**src/rtl/adcmon_pkg.sv**
```systemverilog
package adcmon_pkg;
    localparam int NCH  = 6;
    localparam int NEXT = 4;
    localparam int CHW  = 3;

    typedef enum logic [CHW-1:0] {
        CH_TEMP  = 3'd0,
        CH_VCC   = 3'd1,
        CH_PWR0  = 3'd2,
        CH_BIAS0 = 3'd3,
        CH_PWR1  = 3'd4,
        CH_BIAS1 = 3'd5
    } chan_e;

    typedef struct packed {
        logic hi_alm;
        logic hi_wrn;
        logic lo_wrn;
        logic lo_alm;
    } lvl_t;
endpackage

```
**src/rtl/adcmon_shift.sv**
```systemverilog
module adcmon_shift
    import adcmon_pkg::*;
#(
    parameter int DW  = 16,
    parameter int SHW = 3
) (
    input  logic [DW-1:0]        raw,
    input  logic [CHW-1:0]       ch,
    input  logic [NEXT*SHW-1:0]  cfg,
    output logic [DW-1:0]        res
);
    logic [SHW-1:0] amt;

    always_comb begin
        amt = '0;
        for (int k = 0; k < NEXT; k++) begin
            if (ch == CHW'(k + 2)) amt = cfg[k*SHW +: SHW];
        end
        res = raw >> amt;
    end
endmodule

```
**src/rtl/adcmon_cmp.sv**
```systemverilog
module adcmon_cmp
    import adcmon_pkg::*;
#(
    parameter int DW = 16
) (
    input  logic [DW-1:0] val,
    input  logic [DW-1:0] t_ha,
    input  logic [DW-1:0] t_hw,
    input  logic [DW-1:0] t_lw,
    input  logic [DW-1:0] t_la,
    input  logic          is_signed,
    output lvl_t          lvl
);
    always_comb begin
        if (is_signed) begin
            lvl.hi_alm = $signed(val) > $signed(t_ha);
            lvl.hi_wrn = $signed(val) > $signed(t_hw);
            lvl.lo_wrn = $signed(val) < $signed(t_lw);
            lvl.lo_alm = $signed(val) < $signed(t_la);
        end else begin
            lvl.hi_alm = val > t_ha;
            lvl.hi_wrn = val > t_hw;
            lvl.lo_wrn = val < t_lw;
            lvl.lo_alm = val < t_la;
        end
    end
endmodule

```
**src/rtl/adcmon_seq.sv**
```systemverilog
module adcmon_seq
    import adcmon_pkg::*;
(
    input  logic           clk,
    input  logic           rst_n,
    input  logic           conv_done,
    input  logic           vcc_lo_en,
    input  logic           txd_both,
    input  logic           vcc_low_hit,
    output logic [CHW-1:0] sel_o,
    output logic           hold_o
);
    typedef struct packed {
        logic [CHW-1:0] sel;
        logic           hold;
        logic           both;
    } seq_t;

    localparam logic [CHW-1:0] LAST = CHW'(NCH - 1);

    seq_t seq_d, seq_q;
    logic both_rise;

    always_comb begin
        seq_d      = seq_q;
        seq_d.both = txd_both;
        both_rise  = txd_both & ~seq_q.both;
        if (vcc_lo_en && both_rise) begin
            seq_d.hold = 1'b1;
        end else if (conv_done && seq_q.sel == CH_VCC && (!vcc_lo_en || !vcc_low_hit)) begin
            seq_d.hold = 1'b0;
        end
        if (conv_done) begin
            if (seq_d.hold && vcc_lo_en) begin
                seq_d.sel = (seq_q.sel == CH_TEMP) ? CH_VCC : CH_TEMP;
            end else begin
                seq_d.sel = (seq_q.sel == LAST) ? CH_TEMP : seq_q.sel + 1'b1;
            end
        end
    end

    always_ff @(posedge clk or negedge rst_n) begin
        if (!rst_n) begin
            seq_q.sel  <= CH_TEMP;
            seq_q.hold <= 1'b1;
            seq_q.both <= 1'b0;
        end else begin
            seq_q <= seq_d;
        end
    end

    assign sel_o  = seq_q.sel;
    assign hold_o = seq_q.hold & vcc_lo_en;

    AST_SEL_RANGE: assert property (@(posedge clk) disable iff (!rst_n)
        seq_q.sel <= LAST);
    AST_SEL_IDLE: assert property (@(posedge clk) disable iff (!rst_n)
        !conv_done |=> $stable(sel_o));
    AST_SEL_WRAP: assert property (@(posedge clk) disable iff (!rst_n)
        (conv_done && sel_o == LAST) |=> sel_o == CH_TEMP);
    AST_REDUCED_STEP: assert property (@(posedge clk) disable iff (!rst_n)
        (conv_done && hold_o && sel_o == CH_TEMP) |=> sel_o == CH_VCC);
endmodule

```
**src/rtl/adc_rr_monitor.sv**
```systemverilog
module adc_rr_monitor
    import adcmon_pkg::*;
#(
    parameter int DW  = 16,
    parameter int SHW = 3
) (
    input  logic                clk,
    input  logic                rst_n,
    input  logic                conv_done,
    input  logic [DW-1:0]       conv_data,
    output logic [CHW-1:0]      sel_ch,
    input  logic [NEXT*SHW-1:0] shift_cfg,
    input  logic [NCH*DW-1:0]   thr_hi_alm,
    input  logic [NCH*DW-1:0]   thr_hi_wrn,
    input  logic [NCH*DW-1:0]   thr_lo_wrn,
    input  logic [NCH*DW-1:0]   thr_lo_alm,
    input  logic                latch_mode,
    input  logic                vcc_lo_en,
    input  logic [1:0]          txd_ext,
    output logic                pwr_hold,
    output logic [NCH*DW-1:0]   meas,
    output logic [NCH-1:0]      alm_hi,
    output logic [NCH-1:0]      wrn_hi,
    output logic [NCH-1:0]      wrn_lo,
    output logic [NCH-1:0]      alm_lo
);
    typedef struct packed {
        logic [NCH-1:0][DW-1:0] meas;
        logic [NCH-1:0]         ah;
        logic [NCH-1:0]         wh;
        logic [NCH-1:0]         wl;
        logic [NCH-1:0]         al;
    } mon_t;

    mon_t          mon_d, mon_q;
    logic [DW-1:0] shv;
    logic [DW-1:0] t_ha, t_hw, t_lw, t_la;
    lvl_t          lvl;
    logic          lo_mask;

    adcmon_shift #(.DW(DW), .SHW(SHW)) u_shift (
        .raw (conv_data),
        .ch  (sel_ch),
        .cfg (shift_cfg),
        .res (shv)
    );

    always_comb begin
        t_ha = thr_hi_alm[int'(sel_ch)*DW +: DW];
        t_hw = thr_hi_wrn[int'(sel_ch)*DW +: DW];
        t_lw = thr_lo_wrn[int'(sel_ch)*DW +: DW];
        t_la = thr_lo_alm[int'(sel_ch)*DW +: DW];
    end

    adcmon_cmp #(.DW(DW)) u_cmp (
        .val       (shv),
        .t_ha      (t_ha),
        .t_hw      (t_hw),
        .t_lw      (t_lw),
        .t_la      (t_la),
        .is_signed (sel_ch == CH_TEMP),
        .lvl       (lvl)
    );

    adcmon_seq u_seq (
        .clk         (clk),
        .rst_n       (rst_n),
        .conv_done   (conv_done),
        .vcc_lo_en   (vcc_lo_en),
        .txd_both    (&txd_ext),
        .vcc_low_hit (lvl.lo_alm),
        .sel_o       (sel_ch),
        .hold_o      (pwr_hold)
    );

    // channels 2,3 belong to transmitter 0; 4,5 to transmitter 1
    assign lo_mask = sel_ch[2] ? txd_ext[1] : (sel_ch[1] & txd_ext[0]);

    always_comb begin
        mon_d = mon_q;
        if (conv_done && sel_ch < CHW'(NCH)) begin
            mon_d.meas[sel_ch] = shv;
            mon_d.ah[sel_ch] = lvl.hi_alm | (latch_mode & mon_q.ah[sel_ch]);
            mon_d.wh[sel_ch] = lvl.hi_wrn | (latch_mode & mon_q.wh[sel_ch]);
            mon_d.wl[sel_ch] = (lvl.lo_wrn & ~lo_mask) | (latch_mode & mon_q.wl[sel_ch]);
            mon_d.al[sel_ch] = (lvl.lo_alm & ~lo_mask) | (latch_mode & mon_q.al[sel_ch]);
        end
    end

    always_ff @(posedge clk or negedge rst_n) begin
        if (!rst_n) begin
            mon_q <= '0;
        end else begin
            mon_q <= mon_d;
        end
    end

    assign meas   = mon_q.meas;
    assign alm_hi = mon_q.ah;
    assign wrn_hi = mon_q.wh;
    assign wrn_lo = mon_q.wl;
    assign alm_lo = mon_q.al;

    AST_MEAS_QUIET: assert property (@(posedge clk) disable iff (!rst_n)
        !conv_done |=> $stable(meas));

    for (genvar c = 0; c < NCH; c++) begin : g_chk
        AST_STICKY_HI: assert property (@(posedge clk) disable iff (!rst_n)
            (latch_mode && alm_hi[c]) |=> alm_hi[c]);
        AST_STICKY_LO: assert property (@(posedge clk) disable iff (!rst_n)
            (latch_mode && alm_lo[c]) |=> alm_lo[c]);
        if (c >= 2) begin : g_ext
            localparam int TX = (c >= 4) ? 1 : 0;
            AST_LO_MASKED: assert property (@(posedge clk) disable iff (!rst_n)
                (conv_done && sel_ch == CHW'(c) && txd_ext[TX] && !latch_mode)
                |=> (!alm_lo[c] && !wrn_lo[c]));
        end
    end
endmodule

```
**config.mk**
```make
export PLATFORM = sky130hd
export DESIGN_NAME = adc_rr_monitor
export DESIGN_NICKNAME = d
export VERILOG_FILES = /design/src/rtl/adcmon_pkg.sv /design/src/rtl/adcmon_shift.sv /design/src/rtl/adcmon_cmp.sv /design/src/rtl/adcmon_seq.sv /design/src/rtl/adc_rr_monitor.sv
export SDC_FILE = /design/constraint.sdc
export NUM_CORES = 1
export LEC_CHECK = 0
export BUFFER_PORTS_ARGS = -buffer_cell sky130_fd_sc_hd__buf_2
export CAP_MARGIN = 20
export CORE_AREA = 4 4 207 209
export CTS_CLUSTER_DIAMETER = 80
export DETAILED_ROUTE_END_ITERATION = 6
export DIE_AREA = 0 0 211 213
export HOLD_SLACK_MARGIN = 0.02
export PLACE_DENSITY = 0.56
export SLEW_MARGIN = 10
export SYNTH_ARGS = -nofsm -noshare
export SYNTH_HDL_FRONTEND = slang
export SYNTH_SLANG_ARGS = --single-unit
```
**constraint.sdc**
```tcl
create_clock -name clk -period 5.7 [get_ports clk]
set_clock_uncertainty 0.05 [all_clocks]
set_input_delay 0.285 -clock clk [delete_from_list [all_inputs] [get_ports clk]]
set_output_delay 0.285 -clock clk [all_outputs]
set_load 0.005 [all_outputs]
```
# After elaboration in Yosys (flattened, before gate mapping)
# Index checks and enable logic that the tools add are counted.
# totals
output_inout_bits,124
regBits,125
input_bits,419
word_cells,89
# classes
order_cmp,11
reduce_logical,11
n_addsub,1
n_bitwise,15
n_eq_ne,5
n_mux,28
n_shift,5
# op_table
operator,count
$shiftx A96 B8 Y16,4
$bwmux W96,1
$gt A16 B16 Y1,4
$lt A16 B16 Y1,4
$demux W16 S3,1
$bwmux W6,4
$mux W3,6
$mux W16,1
$shr A16 B3 Y16,1
$bmux W1 S3,4
$and A1 B1 Y1,9
$mux W1,9
$eq A3 B2 Y1 const B,2
$eq A3 B3 Y1 const B,2
$logic_and A1 B1 Y1,6
$lt A3 B4 Y1 const B,1
$mux W4,1
$or A1 B1 Y1,4
$add A3 B1 Y3 const B,1
$demux W1 S3,1
$eq A3 B1 Y1 const B,1
$ge A3 B1 Y1 const B,1
$logic_not A3 Y1,1
$lt A3 B3 Y1 const B,1
other kinds (4),6

# Longest topological paths before layout
# Gate-level depths: netlist of run 1.
# logic_depth
ltp_word,15
ltp_mapped,27
mapped_depth_nobuf,19

# Hierarchy
# Synthesis of run 1 repeated with hierarchy kept, for this count alone.
# hier_totals
hier_cells,1058
area_unflattened_um2,10317.4
# modules_own_cells
module,seq_area_each_um2,cells_per_inst,area_each_um2,instances
adc_rr_monitor,3002.9,738,7781.2,1
adcmon_cmp,0.0,224,1632.8,1
adcmon_shift,0.0,70,628.1,1
adcmon_seq,126.4,26,275.3,1

# Worst setup path after synthesis of run 1
# OpenSTA, ideal clock, no wires.
# synth_path
path_kind,reg-to-reg
start,register u_seq.seq_q (netlist bit u_seq.sel_o[0])
end,register mon_q (netlist bit alm_lo[0])
path_buffers,8
t_arrival_ps,6096
slack_ps,-584
synth_period_minus_slack_ps,6284
path_stages_with_launch,27
required_time_ps,5513
setup_time_ps,137
path_cell_list,dfrtp_1 > buf_6 > buf_2 > buf_2 > clkbuf_1 > clkbuf_1 > clkbuf_1 > and2_1 > ha_1 > clkbuf_1 > nor4b_1 > o21ai_0 > and2_1 > clkbuf_1 > mux2i_1 > a21oi_1 > mux2i_1 > inv_1 > ha_1 > nand4_1 > a211o_1 > a2111o_1 > o211ai_1 > mux2i_1 > and2_1 > a311oi_2 > a21oi_1
# synth_via
elab_chain_cells,11
elab_cells_between_ends,27
classes_between,5 x order compare; 4 x eq/ne; 2 x shift; 10 x mux; 3 x bitwise; 3 x reduce/logical
# synth_lines
element,line_no,rtl
from (decl),adcmon_seq.sv:21,"seq_t seq_d, seq_q;"
from (signal assigned),adcmon_seq.sv:48,seq_q <= seq_d;
$eq A3 B2 Y1,adcmon_shift.sv:17,if (ch == CHW'(k + 2)) amt = cfg[k*SHW +: SHW];
$mux W3 (3 in a row),adcmon_shift.sv:17,
$mux W3 (*),adcmon_shift.sv:17,
$shr A16 B3 Y16 (*),adcmon_shift.sv:19,res = raw >> amt;
named net shv[7],adc_rr_monitor.sv:36,logic [DW-1:0] shv;
"$lt A16 B16 Y1, on equally long branches","adcmon_cmp.sv:24, adcmon_cmp.sv:19",
$mux W4 (*),adcmon_cmp.sv:15,if (is_signed) begin
$and A1 B1 Y1 (*),adc_rr_monitor.sv:86,mon_d.al[sel_ch] = (lvl.lo_alm & ~lo_mask) | (latch_mode & mon_q.al[sel_ch]);
$or A1 B1 Y1 (*),adc_rr_monitor.sv:86,
$bwmux W6 (*),adc_rr_monitor.sv:86,
to (signal assigned),adc_rr_monitor.sv:94,mon_q <= mon_d;
to (decl),adc_rr_monitor.sv:35,"mon_t mon_d, mon_q;"
# The timed path passes the listed nets; every way through them passes the cells marked *. The select of a mux whose other input is x is not followed.
# A chain may end at the register's enable or synchronous reset.

# Worst setup path in the final report of run 1
# layout_path
start,register u_seq.seq_q (netlist bit u_seq.sel_o[0])
end,register mon_q (netlist bit alm_hi[2])
# layout_via
elab_chain_cells,10
elab_cells_between_ends,26
classes_between,5 x order compare; 4 x eq/ne; 2 x shift; 10 x mux; 2 x bitwise; 3 x reduce/logical
# layout_lines
element,line_no,rtl
$eq A3 B2 Y1,adcmon_shift.sv:17,
$mux W3 (3 in a row),adcmon_shift.sv:17,
$mux W3 (*),adcmon_shift.sv:17,
$shr A16 B3 Y16 (*),adcmon_shift.sv:19,
named net shv[12],adc_rr_monitor.sv:36,
"$gt A16 B16 Y1, on equally long branches","adcmon_cmp.sv:21, adcmon_cmp.sv:16",
$mux W4 (*),adcmon_cmp.sv:15,
$or A1 B1 Y1 (*),adc_rr_monitor.sv:83,mon_d.ah[sel_ch] = lvl.hi_alm | (latch_mode & mon_q.ah[sel_ch]);
$bwmux W6 (*),adc_rr_monitor.sv:83,
# Marked as above.

==> results.json, run 1 <==
{
  "track_usage": 0.205,
  "required_ns": 5.93,
  "grt_pass1_wl_mm": 67.8,
  "ys_seq_elements": 125,
  "max_cap_viol_count": 0,
  "p_leak_uw": 0.00694,
  "critPathSlowestCell": "or4b_2",
  "dpl.cell_count": 2095,
  "cts_tree": "yes",
  "endpoint_kind": "register",
  "grt_overflow": 0,
  "grt_pass1_vias": 10389,
  "numCtsBuffers": 17,
  "drtPass1Iterations": 6,
  "syn_inst": 1078,
  "ys.flop_type": "dfrtp_1",
  "syn_area_per_cell_um2": 9.26,
  "relSlewSlack": 0.302,
  "syn_area_um2": 9980,
  "share_seq_of_total_power": 0.186,
  "power.internal_uw": 4270,
  "wl_mm": 49.0,
  "cp_top_family": "simple AND/OR/NAND/NOR gates",
  "switching_share": 0.493,
  "coreArea_um2": 40800,
  "slowest_delay_ns": 0.66,
  "synth.most_common_cell": "nand2_1",
  "grt_max_degree": 123,
  "drtIter0Drc": 695,
  "antenna_left": 0,
  "yosys-top-cells-area": "dfrtp_1, mux4_2, mux2i_1",
  "period_share": 0.941,
  "cp_num_buf_inv": 1,
  "period_minus_slack_ns": 5.37,
  "io_buffers": 542,
  "final_layout_size_suffix_gt1_frac": 0.435,
  "grt_antenna_before_repair": 13,
  "insertion_delay_ns": 0.42,
  "synth_top_area_cell": "dfrtp_1",
  "min_path_type": "input port to register",
  "die_area_um2": 44900,
  "setup_violations": 0,
  "syn-num-nets": 1557,
  "clk_pin_slew_worst_paths_ns": 0.06,
  "peakVddDrop_v": 0.000381,
  "hold_slack_ns": 0.0718,
  "dp_hpwl_mm": 40.5,
  "rsz0062_at_grt": "no",
  "max_freq_mhz": 186,
  "clk_path_buf_depth": 2,
  "cp_common_cell": "a21oi_1",
  "chipHeight_um": 213,
  "async_reset_ff_frac": 1.00,
  "yosysSeqAreaShare": 0.314,
  "die_w_um": 211,
  "post_synth_num_cell_types": 63,
  "slew_viol_final": 0,
  "critPathMaxFanout": 12,
  "place.gp.congestion": 0.941,
  "switchingPower_uw": 4160,
  "synth_commonest_cells": "nand2_1, dfrtp_1, o21ai_0",
  "hold_viol_final": 0,
  "cp_cell_sequence": "and2_1, ha_1, and2_1, o21ai_0, and2_2, mux2i_1, mux2_2, or2_2, inv_1, ha_1, and4_1, nand4_1, a21oi_1, or4b_2, a21oi_1, a21oi_1, a31oi_1, a21oi_1",
  "cts_root_buffer": "clkbuf_16",
  "tightest_slew_ns": 1.05,
  "synth_warnings": 0,
  "viasPerCell": 4.96,
  "area_growth_pct": 39.7,
  "wl_per_cell_um": 23.0,
  "power_frac_comb": 0.677,
  "route.detailed.drc": 0,
  "synth_edf_count": 0,
  "setup_tns_ns": 0,
  "post_cts_buffers": 0,
  "final_cells": 2136,
  "io_pins": 543,
  "worstPathArrival_ns": 5.59,
  "outcome": "completed",
  "cp-start-kind": "register",
  "critPathKind": "register to register",
  "powerDensity_nw_per_um2": 605,
  "synth_top_cell_area_share": 0.311,
  "htree_levels": 4,
  "initial_core_util": 0.244,
  "rows": 74,
  "vias": 10585,
  "cts.sinks": 125,
  "nets": 2063,
  "clockPowerShare": 0.137
}
==> cell usage in the layout (no fill, tap or decap), types with 5 or more instances in the layout <==
cell type	instances
mux2_2	5
a21oi_1	102
nand2_1	150
diode_2	7
ha_1	60
buf_2	541
nand3_1	12
o21ai_1	8
nor2_1	105
mux2i_1	92
dfrtp_1	122
clkbuf_16	17
nand4_1	14
o211ai_1	6
a21o_1	7
nor2b_1	11
a31oi_1	6
o21ai_0	111
inv_1	23
buf_4	22
and2_1	6
a211o_1	5
and3_1	7
mux4_2	68
==> power groups by stage <==
stage	clock, uW	sequential (uW)	combinational [uW]
after floorplan	0	1550	3400
after global placement	0	1560	5620
after detailed placement	0	1570	5710
after CTS	1180	1560	5740
after global routing	1220	1610	6310
final	1160	1560	5710
==> state kept, by name, indices dropped and copies added, names as in the netlist <==
signal and count:
alm_hi 6, u_seq.sel_o 3, wrn_hi 6, alm_lo 6
u_seq.seq_q 2, wrn_lo 6, meas 96
==> worst reg2reg max path: stages, from the launching register on <==
cell	delay [ns]
dfrtp_4	0.56
and2_1	0.19
ha_1	0.27
and2_1	0.19
o21ai_0	0.36
and2_2	0.40
mux2i_1	0.14
mux2_2	0.29
or2_2	0.38
inv_1	0.20
ha_1	0.27
and4_1	0.23
nand4_1	0.15
a21oi_1	0.08
or4b_2	0.66
a21oi_1	0.16
a21oi_1	0.06
a31oi_1	0.45
a21oi_1	0.14
==> what timing repair did <==
action,in CTS,in global routing
resized for setup,0,6
hold buffers,1,0
hold endpoints to repair,63,0
setup endpoints to repair,0,20
==> logic make-up (layout without fill, tap and decap cells) <==
group,Yosys count,in the layout,share of synthesized area
DFF,125,125,0.314
muxes,169,169,0.256
xor gates and xnor gates,2,2,0.00176
buffers and inverters,104,623,0.0434
adders and majority gates,60,60,0.0752
other,0,7,0
AOI/OAI and AO/OA,283,283,0.163
and+or+nand+nor,335,335,0.147
==> per-layer routing <==
layer,vias to the layer above,part of all wire,global-route usage
met3,49,0.070,0.0442
li1,4993,-,-
met1,5123,0.43,0.278
met2,416,0.48,0.335
met4,4,0.021,0.0510
met5,-,0.00043,0
==> area by class of cell <==
cell class | instances | area, um^2
fillers | 4258 | 26900
multi-input cells | 849 | 6460
flip-flops and latches | 125 | 3140
repair buffers | 567 | 2940
well taps | 532 | 666
clock buffers | 18 | 439
clock inverters | 14 | 193
inverters | 24 | 90.1
diodes | 7 | 17.5
==> stage by stage <==
stage	utilization	cell area, um^2	worst slack (ns)	power (uW)
finish	0.341	13900	0.335	8430
global placement	0.324	13200	0.333	7180
global route	0.341	13900	0.0376	9140
floorplan	-	9990	0.0199	4950
CTS	0.340	13900	0.202	8480
detailed placement	0.324	13200	0.226	7290
==> worst paths after layout <==
path | from | slack (ns) | end | cells after the start
max | u_seq.sel_o[0] | 0.33 | alm_hi[2] | 18
min | txd_ext[0] | 0.07 | u_seq.seq_q[0] | 2
max reg2reg | u_seq.sel_o[0] | 0.33 | alm_hi[2] | 18
min reg2reg | meas[66] | 0.42 | meas[66] | 2
max in group asynchronous | rst_n | 3.75 | meas[12] | 3
min in group asynchronous | rst_n | 0.48 | meas[48] | 2
(Power assumes the default switching activity.)
==> inputs of run 2 (changes only) <==
- PLACE_DENSITY: 0.56 -> 0.52
==> run 2 against run 1 <==
  * First-iteration DRC count shrank 11%
  * Count of clock-buffer cells in the layout grew 1
  * Worst setup slack lost 0.0092 ns
  * Power shrank 1.3%
  * Combinational power shrank 0.9%
==> results.json, run 2 (synthesis results as in run 1) <==
{
  "required_ns": 5.92,
  "power_frac_comb": 0.681,
  "drtPass1Iterations": 5,
  "fin_ws_ns": 0.326,
  "place.gp.congestion": 0.859,
  "cts_root_buffer": "clkbuf_16",
  "min_path_type": "input port to register",
  "outcome": "completed",
  "htree_levels": 4,
  "die_w_um": 211,
  "rows": 74,
  "final_layout_size_suffix_gt1_frac": 0.436,
  "hold_viol_final": 0,
  "coreArea_um2": 40800,
  "cts_tree": "yes",
  "area_growth_pct": 40.0,
  "antenna_left": 0,
  "io_buffers": 542,
  "layout_common_cells": "buf_2, nand2_1, dfrtp_1",
  "nets": 2070,
  "rsz0062_at_grt": "no",
  "grt_antenna_before_repair": 18,
  "fillers": 4341,
  "share_seq_of_total_power": 0.186,
  "grt_max_degree": 120,
  "track_usage": 0.207,
  "setup_tns_ns": 0,
  "max_cap_viol_count": 0,
  "powerDensity_nw_per_um2": 596,
  "peakVddDrop_v": 0.000197,
  "tightest_slew_ns": 0.959,
  "clockPowerShare": 0.134,
  "switchingPower_uw": 4090,
  "route.detailed.drc": 0,
  "dpl.cell_count": 2101,
  "initial_core_util": 0.244,
  "vias": 10552,
  "viasPerCell": 4.92,
  "power.internal_uw": 4230,
  "final_cells": 2143,
  "cts.sinks": 125,
  "total_power_uw": 8320,
  "setup_violations": 0,
  "wl_mm": 49.3,
  "grt_pass1_wl_mm": 68.9,
  "drtIter0Drc": 620,
  "cp-start-kind": "register",
  "numCtsBuffers": 17,
  "endpoint_kind": "register",
  "largest_reg_flops": 96,
  "period_minus_slack_ns": 5.37,
  "grt_pass1_vias": 10599,
  "grt_overflow": 0,
  "relSlewSlack": 0.359,
  "clk_pin_slew_worst_paths_ns": 0.06,
  "critPathKind": "register to register",
  "post_cts_buffers": 0,
  "period_share": 0.943,
  "p_leak_uw": 0.00695,
  "pre_cts_slack_ns": 0.0357,
  "die_area_um2": 44900,
  "insertion_delay_ns": 0.41,
  "clk_path_buf_depth": 2,
  "chipHeight_um": 213,
  "dp_hpwl_mm": 40.9,
  "io_pins": 543,
  "worstPathArrival_ns": 5.60,
  "wl_per_cell_um": 23.0,
  "slew_viol_final": 0,
  "max_freq_mhz": 186,
  "layout_commonest_cell": "buf_2",
  "switching_share": 0.492,
  "critPathMaxFanout": 11
}
run 2: cell types whose count changed in the layout (fill, tap and decap cells not counted), sizes merged:
| cell | change |
|---|---|
| bufinv | -1 |
| clkinvlp | +1 |
| clkbuf | +1 |
| inv | +1 |
| clkinv | -2 |
| buf | +7 |
run 2: stage by stage:
step	utilization	instance area, um^2	hold slack (ns)
after detailed placement	0.325	13300	0.262
after global routing	0.342	14000	0.0841
after floorplan	-	9990	-0.0606
final	0.342	14000	0.0847
after CTS	0.340	13900	0.0619
after global placement	0.325	13300	0.264
run 2: critical path: stages, from the launching register on:
cell      delay [ns]
dfrtp_4         0.47
and2_1          0.16
ha_1            0.29
and2_1          0.20
o21ai_0         0.36
and2_2          0.39
mux2i_1         0.32
mux2i_1         0.15
mux2i_1         0.25
inv_1           0.27
ha_1            0.39
nand4_1         0.14
a211o_1         0.25
a2111o_1        0.41
o211ai_1        0.18
mux2i_1         0.18
and2_1          0.18
a311oi_2        0.45
a21oi_1         0.14
run 2: cell type report:
class / instances / area [um^2] / area share
well taps: 532 / 666 / 0.0477
clock buffers: 19 / 443 / 0.0317
multi-input cells: 849 / 6450 / 0.462
clock inverters: 13 / 165 / 0.0118
flip-flops and latches: 125 / 3140 / 0.225
repair buffers: 574 / 3000 / 0.215
diodes: 7 / 17.5 / 0.00125
inverters: 24 / 90.1 / 0.00645
run 2: power groups by stage:
stage	clock [uW]	combinational, uW	sequential [uW]
after detailed placement	0	5720	1560
after CTS	1130	5740	1550
final	1110	5660	1540
after floorplan	0	3400	1550
after global placement	0	5640	1540
after global routing	1170	6340	1590
run 2: what timing repair did:
item | 4_1_cts | 5_1_grt
hold buffers | 1 | 0
endpoints found under the hold margin | 60 | 0
gates resized for setup | 1 | 4
pin swaps | 0 | 0
gates cloned | 0 | 0
endpoints found under the setup margin | 2 | 17
run 2: path summary, 6_finish.rpt:
path / end / slack [ns] / start / depth (start not counted)
max: alm_lo[1] / 0.33 / u_seq.sel_o[0] / 18
min: u_seq.seq_q[0] / 0.08 / txd_ext[0] / 2
max reg2reg: alm_lo[1] / 0.33 / u_seq.sel_o[0] / 18
min reg2reg: meas[89] / 0.42 / meas[89] / 2
max in group asynchronous: meas[12] / 3.93 / rst_n / 3
min in group asynchronous: meas[29] / 0.38 / rst_n / 2
run 2: per-layer routing:
metal,vias up,part of all wire,GRT usage
li1,4990,-,-
met1,5099,0.42,0.272
met2,401,0.50,0.351
met3,48,0.069,0.0489
met4,14,0.014,0.0398
met5,-,0.0017,0
==> inputs of run 3 (changes only) <==
- ABC_AREA: not set -> 1
- CORE_AREA: 4 4 207 209 -> 4 4 208 210
- DIE_AREA: 0 0 211 213 -> 0 0 212 214
- PLACE_DENSITY: 0.52 -> 0.49
==> run 3 against run 2 <==
  * Sequential power increased by 5%
  * Die area rose by 0.95%
  * Area after synthesis is 6.9% lower
  * Via count rose by 12%
  * Non-clock buffer count is 4 lower
  * Power up 14%
  * Worst setup slack improved by 0.71 ns
  * Critical path depth increased by 3
==> results.json, run 3 <==
{
  "outcome": "completed",
  "slew_viol_final": 0,
  "relSlewSlack": 0.346,
  "die_area_um2": 45400,
  "clk_path_buf_depth": 2,
  "tightest_slew_ns": 0.980,
  "rsz0062_at_grt": "no",
  "yosys-top-cells-area": "dfrtp_1, nand2_1, ha_1",
  "hold_viol_final": 0,
  "post_cts_resized": 0,
  "synth_commonest_cells": "nand2_1, dfrtp_1, o21ai_0",
  "synth_top_cell_area_share": 0.334,
  "cts-hold-fix-buffers": 0,
  "syn-num-nets": 1786,
  "grt_overflow": 0,
  "viasPerCell": 4.98,
  "chipHeight_um": 214,
  "syn_inst": 1307,
  "p_leak_uw": 0.00678,
  "layout_commonest_cell": "nand2_1",
  "period_minus_slack_ns": 4.67,
  "layout_common_cells": "nand2_1, buf_2, dfrtp_1",
  "grt_max_degree": 87,
  "dpl.cell_count": 2333,
  "pre_cts_slack_ns": 1.04,
  "max_freq_mhz": 214,
  "period_share": 0.818,
  "critPathMaxFanout": 59,
  "drtIter0Drc": 892,
  "area_growth_pct": 42.5,
  "post_synth_num_cell_types": 46,
  "nets": 2297,
  "io_buffers": 542,
  "grt_antenna_before_repair": 19,
  "vias": 11848,
  "cts_root_buffer": "clkbuf_16",
  "cts_tree": "yes",
  "syn_area_um2": 9290,
  "ys_seq_elements": 125,
  "endpoint_kind": "register",
  "coreArea_um2": 41600,
  "io_pins": 543,
  "grt_pass1_wl_mm": 78.6,
  "dp_hpwl_mm": 45.6,
  "min_path_type": "input port to register",
  "rows": 75,
  "initial_core_util": 0.223,
  "synth_warnings": 0,
  "route.detailed.drc": 0,
  "ys.flop_type": "dfrtp_1",
  "clk_pin_slew_worst_paths_ns": 0.06,
  "grt_pass1_vias": 11717,
  "async_reset_ff_frac": 1.00,
  "track_usage": 0.234,
  "worstPathArrival_ns": 4.89,
  "synth.most_common_cell": "nand2_1",
  "fillers": 4646,
  "cp-start-kind": "register",
  "yosysSeqAreaShare": 0.337,
  "peakVddDrop_v": 0.000301,
  "setup_violations": 0,
  "place.gp.congestion": 1.02,
  "wl_per_cell_um": 23.5,
  "critPathKind": "register to register",
  "cts.sinks": 125,
  "total_power_uw": 9520,
  "synth_edf_count": 0,
  "final_cells": 2377,
  "die_w_um": 212,
  "wl_mm": 56.0,
  "numCtsBuffers": 17,
  "max_cap_viol_count": 0,
  "required_ns": 5.92,
  "final_layout_size_suffix_gt1_frac": 0.352,
  "insertion_delay_ns": 0.41,
  "post_cts_buffers": 0,
  "setup_tns_ns": 0,
  "synth_top_area_cell": "dfrtp_1",
  "fin_ws_ns": 1.03,
  "powerDensity_nw_per_um2": 719,
  "htree_levels": 4,
  "drtPass1Iterations": 5,
  "syn_area_per_cell_um2": 7.11,
  "antenna_left": 0,
  "largest_reg_flops": 96
}
==> run 3: cell types whose count changed after synthesis, sizes merged, moves of 54 or more <==
cell	delta
nor2	-64
nand2	+404
mux4	-68
a21oi	-69
a221oi	+55
mux2i	-90
a41oi	+54
==> run 3: worst paths after layout <==
check | end | slack [ns] | startpoint | cells after the start
max | wrn_hi[0] | 1.03 | u_seq.sel_o[1] | 21
min | u_seq.seq_q[0] | 0.05 | txd_ext[1] | 3
max reg2reg | wrn_hi[0] | 1.03 | u_seq.sel_o[1] | 21
min reg2reg | meas[6] | 0.43 | meas[6] | 2
max in group asynchronous | u_seq.sel_o[2] | 3.99 | rst_n | 4
min in group asynchronous | meas[35] | 0.34 | rst_n | 2
==> run 3: per-layer routing <==
layer	vias to the layer above	global-route usage	share of wire
li1	5558	-	-
met1	5643	0.301	0.42
met2	528	0.383	0.47
met3	97	0.0637	0.078
met4	22	0.0679	0.029
met5	-	0	0.0027
==> run 3: cells by family (layout without fill, tap and decap cells) <==
logic type / after synthesis / in the layout / share of synthesized area
AND/OR/NAND/NOR: 652 / 652 / 0.282
AO/OA/AOI/OAI: 316 / 316 / 0.231
buffers and inverters: 150 / 674 / 0.0651
flip-flops: 125 / 125 / 0.337
adder cells (fa/ha/maj): 60 / 60 / 0.0808
multiplexers: 3 / 3 / 0.00323
XOR/XNOR: 1 / 1 / 0.000943
other: 0 / 7 / 0
==> run 3: layout make-up <==
class | count | area [um^2] | share of cell area
Clock inverter | 14 | 120 | 0.00908
Clock buffer | 18 | 439 | 0.0332
Multi-Input combinational cell | 1032 | 5560 | 0.420
Antenna cell | 7 | 17.5 | 0.00132
Tap cell | 539 | 674 | 0.0510
Sequential cell | 125 | 3130 | 0.237
Inverter | 72 | 275 | 0.0208
Timing Repair Buffer | 570 | 3020 | 0.228
==> run 3: power breakdown <==
group	total (uW)	internal [uW]	switching [uW]
clock network	1020	610	410
logic	6890	2300	4590
registers	1610	1310	300
total	9520	4220	5300
==> run 3: stage by stage <==
step                area (um^2)  hold slack (ns)   util
finish                    13200           0.0467  0.318
detailed placement        12500            0.415  0.302
floorplan                  9290          -0.0606      -
global route              13200           0.0718  0.318
CTS                       13100           0.0332  0.315
global placement          12500            0.409  0.301
==> run 3: worst max-delay path, stage by stage, from the launching register on <==
cell     delay [ns]
dfrtp_1        0.52
inv_4          0.14
nand2_2        0.12
nor2_4         0.14
buf_4          0.61
nand2_1        0.13
nand2_2        0.28
inv_2          0.20
o21ai_1        0.65
ha_1           0.27
nand2_1        0.08
o21ai_0        0.17
a21oi_1        0.07
or2_2          0.27
a31oi_1        0.16
nor2_1         0.07
nand2_1        0.06
nand2_1        0.04
nand3_1        0.11
nand2_1        0.17
nand2_1        0.09
o21ai_0        0.08
